$ cat config.mk
export PLATFORM = sky130hd
export DESIGN_NAME = stereo_play_fifo
export DESIGN_NICKNAME = d
export VERILOG_FILES = /design/src/rtl/sp_fifo_pkg.sv /design/src/rtl/sp_tick_div.sv /design/src/rtl/sp_sd_mod.sv /design/src/rtl/sp_chan_queue.sv /design/src/rtl/stereo_play_fifo.sv
export SDC_FILE = /design/constraint.sdc
export NUM_CORES = 1
export LEC_CHECK = 0
export BUFFER_PORTS_ARGS = -buffer_cell sky130_fd_sc_hd__buf_2
export CAP_MARGIN = 10
export CORE_UTILIZATION = 40
export CTS_CLUSTER_SIZE = 24
export DETAILED_ROUTE_END_ITERATION = 8
export HOLD_SLACK_MARGIN = 0.08
export SYNTH_ARGS = -nofsm -noshare
export SYNTH_HDL_FRONTEND = slang
export SYNTH_SLANG_ARGS = --single-unit
$ cat constraint.sdc
create_clock -name clk -period 10.7 [get_ports clk]
set_input_delay 0 -clock clk [delete_from_list [all_inputs] [get_ports clk]]
set_output_delay 0 -clock clk [all_outputs]
set_load 0.02 [all_outputs]
$ cat src/rtl/sp_fifo_pkg.sv
package sp_fifo_pkg;
    localparam int SAMPLE_W = 16;

    typedef enum logic {
        CH_IDLE    = 1'b0,
        CH_CAPTURE = 1'b1
    } ch_state_e;
endpackage

$ cat src/rtl/sp_tick_div.sv
module sp_tick_div #(
    parameter int DIV = 748
) (
    input  logic clk,
    input  logic rst_n,
    output logic tick
);
    localparam int CW = (DIV > 2) ? $clog2(DIV) : 1;

    logic [CW-1:0] cnt_q;

    assign tick = (cnt_q == CW'(DIV - 1));

    always_ff @(posedge clk) begin
        if (!rst_n)    cnt_q <= '0;
        else if (tick) cnt_q <= '0;
        else           cnt_q <= cnt_q + 1'b1;
    end

    // a tick never lasts two cycles
    assert_tick_gap_R6: assert property (@(posedge clk) disable iff (!rst_n)
        tick |=> !tick);
endmodule

$ cat src/rtl/sp_sd_mod.sv
module sp_sd_mod
    import sp_fifo_pkg::*;
(
    input  logic                clk,
    input  logic                rst_n,
    input  logic [SAMPLE_W-1:0] sample,
    output logic                bit_out
);
    logic [SAMPLE_W:0] acc_q;
    logic [SAMPLE_W:0] offs;

    // signed to offset binary by flipping the MSB
    assign offs    = {1'b0, ~sample[SAMPLE_W-1], sample[SAMPLE_W-2:0]};
    assign bit_out = acc_q[SAMPLE_W];

    always_ff @(posedge clk) begin
        if (!rst_n) acc_q <= '0;
        else        acc_q <= {1'b0, acc_q[SAMPLE_W-1:0]} + offs;
    end
endmodule

$ cat src/rtl/sp_chan_queue.sv
module sp_chan_queue
    import sp_fifo_pkg::*;
#(
    parameter int AW = 15
) (
    input  logic                clk,
    input  logic                rst_n,
    input  logic                tick,
    input  logic                wr_hit,
    input  logic [SAMPLE_W-1:0] wr_sample,
    input  logic                ovf_clr,
    output logic [AW-1:0]       mem_addr,
    output logic                mem_we,
    output logic [SAMPLE_W-1:0] mem_wdata,
    input  logic [SAMPLE_W-1:0] mem_rdata,
    output logic [AW:0]         fill,
    output logic                ovf,
    output logic [SAMPLE_W-1:0] sample
);
    localparam int DEPTH = 1 << AW;
    localparam int OW    = AW + 2;

    ch_state_e           state_q, state_d;
    logic [AW:0]         head_q, tail_q, count;
    logic [OW-1:0]       occ;
    logic                hold_v_q, ovf_q;
    logic [SAMPLE_W-1:0] hold_d_q, sample_q;
    logic                empty, rd_go, accept, to_hold;

    always_comb begin
        count   = head_q - tail_q;
        empty   = (count == '0);
        occ     = {1'b0, count} + OW'(hold_v_q);
        rd_go   = tick && !empty && (state_q == CH_IDLE);
        // drop on full or on a held entry that cannot drain this cycle
        accept  = wr_hit && (occ < OW'(DEPTH)) && !(rd_go && hold_v_q);
        to_hold = accept && (rd_go || hold_v_q);
    end

    // state register
    always_ff @(posedge clk) begin
        if (!rst_n) state_q <= CH_IDLE;
        else        state_q <= state_d;
    end

    // next state and memory port outputs; R8/R10: read owns the port
    always_comb begin
        state_d   = state_q;
        mem_addr  = tail_q[AW-1:0];
        mem_we    = 1'b0;
        mem_wdata = hold_d_q;
        unique case (state_q)
            CH_IDLE:    if (rd_go) state_d = CH_CAPTURE;
            CH_CAPTURE: state_d = CH_IDLE;
            default:    state_d = CH_IDLE;
        endcase
        if (!rd_go) begin
            if (hold_v_q) begin
                mem_we   = 1'b1;
                mem_addr = head_q[AW-1:0];
            end else if (accept) begin
                mem_we    = 1'b1;
                mem_addr  = head_q[AW-1:0];
                mem_wdata = wr_sample;
            end
        end
    end

    always_ff @(posedge clk) begin
        if (!rst_n) begin
            head_q   <= '0;
            tail_q   <= '0;
            hold_v_q <= 1'b0;
            hold_d_q <= '0;
            ovf_q    <= 1'b0;
            sample_q <= '0;
        end else begin
            head_q <= head_q + (AW+1)'(mem_we);
            tail_q <= tail_q + (AW+1)'(rd_go);
            if (to_hold) begin
                hold_v_q <= 1'b1;
                hold_d_q <= wr_sample;
            end else if (mem_we && hold_v_q) begin
                hold_v_q <= 1'b0;
            end
            if (wr_hit && !accept) ovf_q <= 1'b1;
            else if (ovf_clr)      ovf_q <= 1'b0;
            // capture read data, or zero on an empty tick
            if (state_q == CH_CAPTURE)  sample_q <= mem_rdata;
            else if (tick && empty)     sample_q <= '0;
        end
    end

    assign fill   = count;
    assign ovf    = ovf_q;
    assign sample = sample_q;

    assert_fill_bound_R3: assert property (@(posedge clk) disable iff (!rst_n)
        fill <= (AW+1)'(DEPTH));
    assert_ovf_sticky_R5: assert property (@(posedge clk) disable iff (!rst_n)
        (ovf_q && !ovf_clr) |=> ovf_q);
    assert_capture_after_tick_R7: assert property (@(posedge clk) disable iff (!rst_n)
        (state_q == CH_CAPTURE) |-> $past(tick));
    assert_empty_zero_R7: assert property (@(posedge clk) disable iff (!rst_n)
        (tick && empty) |=> (sample_q == '0));
    assert_hold_drains_R8: assert property (@(posedge clk) disable iff (!rst_n)
        (hold_v_q && !rd_go) |=> (!hold_v_q || $past(wr_hit)));
endmodule

$ cat src/rtl/stereo_play_fifo.sv
module stereo_play_fifo
    import sp_fifo_pkg::*;
#(
    parameter int ADDR_W   = 15,
    parameter int TICK_DIV = 748
) (
    input  logic                clk,
    input  logic                rst_n,
    input  logic                wr_valid,
    input  logic                wr_chan,
    input  logic [31:0]         wr_data,
    input  logic                ovf_clr,
    output logic [ADDR_W-1:0]   mem_l_addr,
    output logic                mem_l_we,
    output logic [15:0]         mem_l_wdata,
    input  logic [15:0]         mem_l_rdata,
    output logic [ADDR_W-1:0]   mem_r_addr,
    output logic                mem_r_we,
    output logic [15:0]         mem_r_wdata,
    input  logic [15:0]         mem_r_rdata,
    output logic [ADDR_W:0]     fill_l,
    output logic [ADDR_W:0]     fill_r,
    output logic                ovf_l,
    output logic                ovf_r,
    output logic                play_tick,
    output logic                sd_l,
    output logic                sd_r
);
    localparam int NCH = 2;

    logic                tick;
    logic [ADDR_W-1:0]   addr_a [NCH];
    logic                we_a   [NCH];
    logic [SAMPLE_W-1:0] wd_a   [NCH];
    logic [SAMPLE_W-1:0] rd_a   [NCH];
    logic [SAMPLE_W-1:0] smp_a  [NCH];
    logic [ADDR_W:0]     fill_a [NCH];
    logic                ovf_a  [NCH];
    logic                sd_a   [NCH];
    logic                unused_hi;

    // the upper half of the host word carries nothing
    assign unused_hi = ^wr_data[31:16];

    sp_tick_div #(.DIV(TICK_DIV)) u_div (
        .clk  (clk),
        .rst_n(rst_n),
        .tick (tick)
    );

    assign rd_a[0] = mem_l_rdata;
    assign rd_a[1] = mem_r_rdata;

    for (genvar c = 0; c < NCH; c++) begin : g_ch
        sp_chan_queue #(.AW(ADDR_W)) u_q (
            .clk      (clk),
            .rst_n    (rst_n),
            .tick     (tick),
            .wr_hit   (wr_valid && (wr_chan == 1'(c))),
            .wr_sample(wr_data[SAMPLE_W-1:0]),
            .ovf_clr  (ovf_clr),
            .mem_addr (addr_a[c]),
            .mem_we   (we_a[c]),
            .mem_wdata(wd_a[c]),
            .mem_rdata(rd_a[c]),
            .fill     (fill_a[c]),
            .ovf      (ovf_a[c]),
            .sample   (smp_a[c])
        );
        sp_sd_mod u_mod (
            .clk    (clk),
            .rst_n  (rst_n),
            .sample (smp_a[c]),
            .bit_out(sd_a[c])
        );
    end

    assign mem_l_addr  = addr_a[0];
    assign mem_l_we    = we_a[0];
    assign mem_l_wdata = wd_a[0];
    assign mem_r_addr  = addr_a[1];
    assign mem_r_we    = we_a[1];
    assign mem_r_wdata = wd_a[1];
    assign fill_l      = fill_a[0];
    assign fill_r      = fill_a[1];
    assign ovf_l       = ovf_a[0];
    assign ovf_r       = ovf_a[1];
    assign sd_l        = sd_a[0];
    assign sd_r        = sd_a[1];
    assign play_tick   = tick;
endmodule

* Word-level counts from Yosys, hierarchy flattened
Cells that the tools add are included.
** Word-level totals
- Register bits after elaboration :: 178
- Output and inout port bits :: 101
- Logic and storage cells :: 107
** Operators by class
- Add/sub/neg operators :: 11
- Magnitude comparators :: 2
- Equal/unequal tests :: 1
- Muxes and demuxes :: 33
- Bitwise gates (word level) :: 6
- Reductions and logical operators :: 37
** Operators with widths (count)
- $mux 16 :: 10
- $mux 15 :: 6
- $add 16x1->16 :: 4
- $add 16x1->17 :: 2
- $add 16x16->17 :: 2
- $lt 17x16->1 const B :: 2
- $logic_not 16->1 :: 2
- $sub 16x16->16 :: 2
- $logic_and 1x1->1 :: 20
- $mux 1 :: 15
- $reduce_bool 2->1 :: 6
- $add 10x1->10 const B :: 1
- $eq 10x10->1 const B :: 1
- $logic_not 1->1 :: 6
- $not 1->1 :: 6
- $pmux 1 s2 :: 2
- $logic_or 1x1->1 :: 2
- $reduce_or 2->1 :: 1

* Logic depth before layout (Yosys ltp)
- Word-level depth :: 14
- Depth in mapped cells :: 24

* Modules after synthesis
From an unflattened synthesis, not the netlist that was laid out.
** Unflattened totals
- Cells, all modules :: 1267
- Area total of the unflattened synthesis :: 11392.2 um2
** Modules (own cells, without submodules)
- sp_chan_queue (g_ch[1].u_q) :: instances 1, cells each 488, area an instance 4310.4 um2, seq. area each 1341.3 um2
- sp_chan_queue (g_ch[0].u_q) :: instances 1, cells each 467, area an instance 4141.5 um2, seq. area each 1341.3 um2
- sp_sd_mod :: instances 2, cells each 129, area an instance 1227.4 um2, seq. area each 340.3 um2
- sp_tick_div :: instances 1, cells each 52, area an instance 469.2 um2, seq. area each 200.2 um2
- stereo_play_fifo :: instances 1, cells each 2, area an instance 16.3 um2, seq. area each 0.0 um2

* Worst setup path after synthesis
No wires, ideal clock.
- Path type :: reg-to-reg
- Start point :: register g_ch[1].u_q.tail_q[1]
- End point :: register g_ch[1].u_q.head_q[15]
- Setup time :: 0.128 ns
- Arrival :: 4.674 ns
- Required time :: 10.572 ns
- Slack :: 5.898 ns
- Stages on the path, launching flop included :: 23
- Buffers on the path :: 1
- Clock period less this slack :: 4.802 ns
- Cell sequence :: dfxtp_1 > inv_1 > ha_1 > nor2b_1 > o2111a_1 > or4_1 > a31oi_1 > o21ai_1 > xnor2_1 > or2_2 > nor2_1 > o21ai_2 > buf_4 > inv_1 > ha_1 > nand4_1 > nor2_1 > nand3_1 > nor2_1 > and4_1 > nand2_1 > xor2_1 > nor2_1
** Between the ends
- Longest elaborated chain between the ends :: 12
- Elaborated cells between the ends (all ways) :: 15
- Classes of those cells :: add/sub (3); order compare (1); mux (3); reduce/logical (8)
** RTL lines
- start: declaration :: RTL line sp_chan_queue.sv:24 : logic [AW:0] head_q, tail_q, count;
- start signal: assignment :: RTL line sp_chan_queue.sv:79 : tail_q <= tail_q + (AW+1)'(rd_go);
- $sub 16x16->16 (*) :: RTL line sp_chan_queue.sv:31 : count = head_q - tail_q;
- net fill_r[15] :: RTL line stereo_play_fifo.sv:22 : output logic [ADDR_W:0] fill_r,
- branches (longest 9 deep; another with $add 16x1->17)
- $mux 1 (*) :: RTL line sp_chan_queue.sv:57 : if (!rd_go) begin
- net mem_r_we :: RTL line stereo_play_fifo.sv:18 : output logic mem_r_we,
- $add 16x1->16 (*) :: RTL line sp_chan_queue.sv:78 : head_q <= head_q + (AW+1)'(mem_we);
- end signal: assignment :: RTL line sp_chan_queue.sv:78
- end: declaration :: RTL line sp_chan_queue.sv:24
Mark *: on every way through the listed nets, which the timed path passes.
A chain may end at the register's enable or synchronous reset.

* Final worst setup path
- Start point :: register g_ch[1].u_q.tail_q[1]
- End point :: register g_ch[1].u_q.head_q[15]
** Between the ends
- Longest elaborated chain between the ends :: 12
- Elaborated cells between the ends (all ways) :: 15
- Classes of those cells :: add/sub (3); order compare (1); mux (3); reduce/logical (8)
** RTL lines (RTL line)
- $sub 16x16->16 (*) :: sp_chan_queue.sv:31
- branches (longest 9 deep; another with $add 16x1->17)
- $mux 1 (*) :: sp_chan_queue.sv:57
- $add 16x1->16 (*) :: sp_chan_queue.sv:78
Mark *: on every way between the ends.

==> results.txt <==
The run finished with clean final reports. The placed wire-length estimate is 18300 µm, and the number of port buffers is 153. Buffers inserted during clock tree synthesis total 17.

The worst setup path is of the reg -> reg kind. The logs give 58 for the row count and 0.00582 µW for the reported leakage power. Leftover overflow at the end of global routing: 0. The via count of the first global-routing pass came out at 8321. The total of cells resized after clock tree synthesis is 0, and the aggregate routed wire length is 25200 µm.

The hold buffer count at cts is 52. The wire length the detailed router placed on met1 is 12400 µm, and the switching power share of the total is 25.9%. The number of antenna diodes in the final layout is 0. The most numerous cell on the critical path was nor2_1.

The measured slew at the worst slew-check pin is 1160 ps, and the clock-pin slew on the worst setup and hold paths is 70 ps. The run gives 0.863 as the placer's final routability congestion estimate. The part of the cycle the worst path needs came out at 49.0%. The share of the Yosys chip area taken by registers is 34.1%. The uppermost layer routed was met4. After detailed routing, the met3 layer carries 1040 µm of wire. The net load switching power is 358 µW.

Once detail routing completed, the nets flagged for antenna violations numbered 0. Traced cell by cell, the critical path runs through inv_1 > ha_1 > nor2b_1 > o2111a_1 > or4_1 > a31oi_1 > o21ai_1 > xnor2_1 > or2_2 > nor2_1 > o21ai_2 > buf_4 > inv_1 > ha_1 > nand4_1 > nor2_1 > nand3_1 > nor2_1 > and4_1 > nand2_1 > xor2_1 > nor2_1. The die is 164 µm tall. The kind of launch point of the worst setup path was a flip-flop. The logs give 0 for the count of pins over their slew limit and 1020 µW for the internal cell power.

The clock network is responsible for 43.3% of the overall power. In this run, synthesis inferred 0 flip-flops with an integrated enable. The first global-routing pass estimated 41200 µm of wire.

The floorplan step defined a die boundary enclosing 26700 µm². Entering global routing, the biggest net connects 80 pins. Counting distinct cell types in the post-synthesis netlist gives 75. In this run the count of I/O pins placed on the die edge is 170. The slowest stage of the critical path belongs to the cell or4_1. The run gives 430 ps as the latest clock arrival within the worst-skew pair. Of all flip-flops after synthesis, the portion carrying an async set or reset was 0%. Wire segments on met2 add up to 11500 µm in the final route. Detailed routing inserted a total of 8952 vias.

The initial core utilization came out at 41.1%. The first-iteration detailed-routing DRC count came out at 433. The highest achievable clock rate came out at 0.191 GHz.

Averaged over all synthesized cells, the footprint is 8.65 µm². Of the cells placed in the final design, the portion with a size suffix greater than 1 is 15.6%. On the final layout, the worst clock skew is 13.5 ps. The run gives 1538 as the final net count.

Dividing the detail-routed via count by the number of cells gives 5.16. Across the VDD grid, the largest voltage drop is 0.0826 mV. In this run the worst path has a maximum fanout of 16. Data on the critical path arrives at its endpoint at 5540 ps. Counting I/O delays and the setup requirement, the final critical path takes 5240 ps.

STA classifies the critical path endpoint as a flip-flop. The floorplan step set the die width to 164 µm. Dividing the detail-routed wire length by the instance count gives 14.5 µm. The class of the tightest hold or removal check was in -> reg.

Dominant synthesized flop cell: dfxtp_1. In this run, flip-flops and latches consume 48.4% of the power. After synthesis the netlist holds a flip-flop and latch count of 178. The run gives 0 as the post-CTS setup repair buffer count.

The area growth from synthesis to layout is 20.1%. The total count of hold-check failures in the final report is 0. Counting every net in the synthesized netlist gives 1353. The tools report the layout filler cell count as 2495.

Counting instances, the worst hold path has a depth of 6. The combinational fraction of design power was 8.3%. Setup repair after global routing left no endpoint under its margin.

The pre-antenna-repair detailed-routing pass consisted of 5 iterations. After routing, the total negative slack on setup checks comes to 0 ps. The worst relative slew slack was 22.3%. The critical path's largest stage delay came out at 550 ps. The worst endpoint required time is 11000 ps. The tree is rooted in a clkbuf_16. The total DRC errors in the routed layout was 0. The tightest hold path in the finished design has a slack of 128 ps.

Yosys printed 0 warnings. For the worst flop-to-flop path, the logic depth is 22. The clock net in this run drives a total of 178 sinks.

The gate count after technology mapping was 1207; the floorplan core area was 25400 µm². The post-route total power was 1380 µW. Setup violations remaining at the end of the flow were counted as 0. Summing every instance area after synthesis gives 10400 µm². No sink is reached through more buffers than the 2 on the longest clock path.

Dividing total power by cell area gives a power density of 110 nW/µm². The total of max-cap violations came out at 0. TritonCTS built the clock tree. In this run the number of H-tree levels came out at 4. The run gives 0 as the initial antenna violation count. Global routing consumed, over all layers together, 19.0% of the routing resources.
worst paths after layout:
kind / from / to / slack (ps)
max: g_ch[1].u_q.tail_q[1] / g_ch[1].u_q.head_q[15] / 5460
min: wr_valid / g_ch[1].u_q.hold_v_q / 130
max reg2reg: g_ch[1].u_q.tail_q[1] / g_ch[1].u_q.head_q[15] / 5460
min reg2reg: u_div.cnt_q[0] / u_div.cnt_q[0] / 450
registers in the layout (all words and copies together), names as in the netlist:
register / count
g_ch.u_mod.acc_q: 34
g_ch.u_q.head_q: 32
g_ch.u_q.hold_d_q: 32
g_ch.u_q.sample: 32
g_ch.u_q.tail_q: 32
u_div.cnt_q: 10
g_ch.u_q.hold_v_q: 2
g_ch.u_q.ovf: 2
g_ch.u_q.state_q: 2
logic make-up (layout without fill, tap and decap cells):
logic type	Yosys count	after routing	synth area share, %
compound gates	196	196	12.7
xor+xnor	96	96	8.06
fa+ha+maj	77	77	9.52
buf+inv	118	316	4.65
flops	178	178	34.1
mux	96	96	10.0
simple gates	446	446	20.9
synth_stat cells, drive strengths merged, types with 3 or more instances:
| library cell | instances | area (µm²) |
|---|---|---|
| and2 | 17 | 106 |
| nand2b | 17 | 106 |
| xor2 | 44 | 385 |
| nor2 | 149 | 559 |
| inv | 72 | 270 |
| o21bai | 3 | 26.3 |
| a21oi | 43 | 215 |
| a21boi | 4 | 30.0 |
| xnor2 | 52 | 455 |
| o211ai | 4 | 30.0 |
| and4 | 5 | 43.8 |
| a311o | 3 | 30.0 |
| or2 | 6 | 37.5 |
| and3 | 14 | 87.6 |
| o21ai | 37 | 189 |
| a2111oi | 5 | 50.0 |
| a211oi | 5 | 37.5 |
| a211o | 3 | 26.3 |
| nand2 | 93 | 357 |
| mux2i | 38 | 393 |
| nor3 | 28 | 140 |
| nor2b | 15 | 93.8 |
| a21o | 19 | 143 |
| ha | 73 | 913 |
| dfxtp | 178 | 3560 |
| fa | 4 | 80.1 |
| mux2 | 58 | 653 |
| nor4 | 9 | 62.6 |
| nand3 | 37 | 185 |
| a31oi | 11 | 68.8 |
| nor4b | 3 | 26.3 |
| or4 | 4 | 30.0 |
| or3 | 12 | 75.1 |
| nand4 | 22 | 138 |
| a22oi | 32 | 240 |
| nor3b | 8 | 65.1 |
| o21a | 7 | 52.6 |
| buf | 10 | 78.8 |
| clkbuf | 35 | 133 |
per-stage QoR:
step / std cells / area [µm²] / worst slack, ps / utilization [%]
floorplan: 1207 / 10400 / 5900 / -
global placement: 1651 / 11500 / 5490 / 45.1
detailed placement: 1651 / 11500 / 5440 / 45.1
CTS: 1735 / 12500 / 5420 / 49.3
global route: 1735 / 12500 / 4990 / 49.3
finish: 1735 / 12500 / 5460 / 49.3
cells in the final DEF, fill, tap and decap left out, types with 14 or more instances in the layout:
cell	count
mux2_1	46
and3_1	14
dlygate4sd3_1	52
xor2_1	44
a21o_1	19
o21ai_0	32
ha_1	73
nand3_1	37
nand2_1	92
and2_1	17
a22oi_1	32
nor2_1	149
inv_1	72
a21oi_1	43
nand2b_1	17
buf_2	153
nor2b_1	15
mux2i_1	37
dfxtp_1	178
xnor2_1	52
clkbuf_16	17
nor3_1	28
nand4_1	22
power by group through the flow:
stage	clock (µW)	sequential, µW	combinational [µW]
global route	645	668	125
global placement	0	683	99.5
floorplan	0	683	64.1
CTS	619	668	115
detailed placement	0	683	99.8
finish	597	668	114
critical path: cells and delay by family, from the launching register on:
family	cells	cell delay (ps)
buffers and inverters	3	440
XOR/XNOR	2	350
AO/OA/AOI/OAI	4	870
adder cells (fa/ha/maj)	2	490
flip-flops	1	410
AND/OR/NAND/NOR	11	2540
per-layer routing:
layer	GRT usage (%)	up-vias
met5	0	-
met4	4.34	0
met3	3.20	15
met2	31.0	185
met1	26.0	4154
li1	-	4598
cell type report:
| cell class | instances | area, µm² | area share [%] |
|---|---|---|---|
| flip-flops and latches | 178 | 3560 | 28.4 |
| inverters | 73 | 277 | 2.21 |
| clock buffers | 18 | 429 | 3.43 |
| multi-input cells | 911 | 6390 | 51.0 |
| clock inverters | 14 | 123 | 0.979 |
| repair buffers | 211 | 1330 | 10.6 |
| well taps | 330 | 413 | 3.30 |
(Power assumes the default switching activity.)
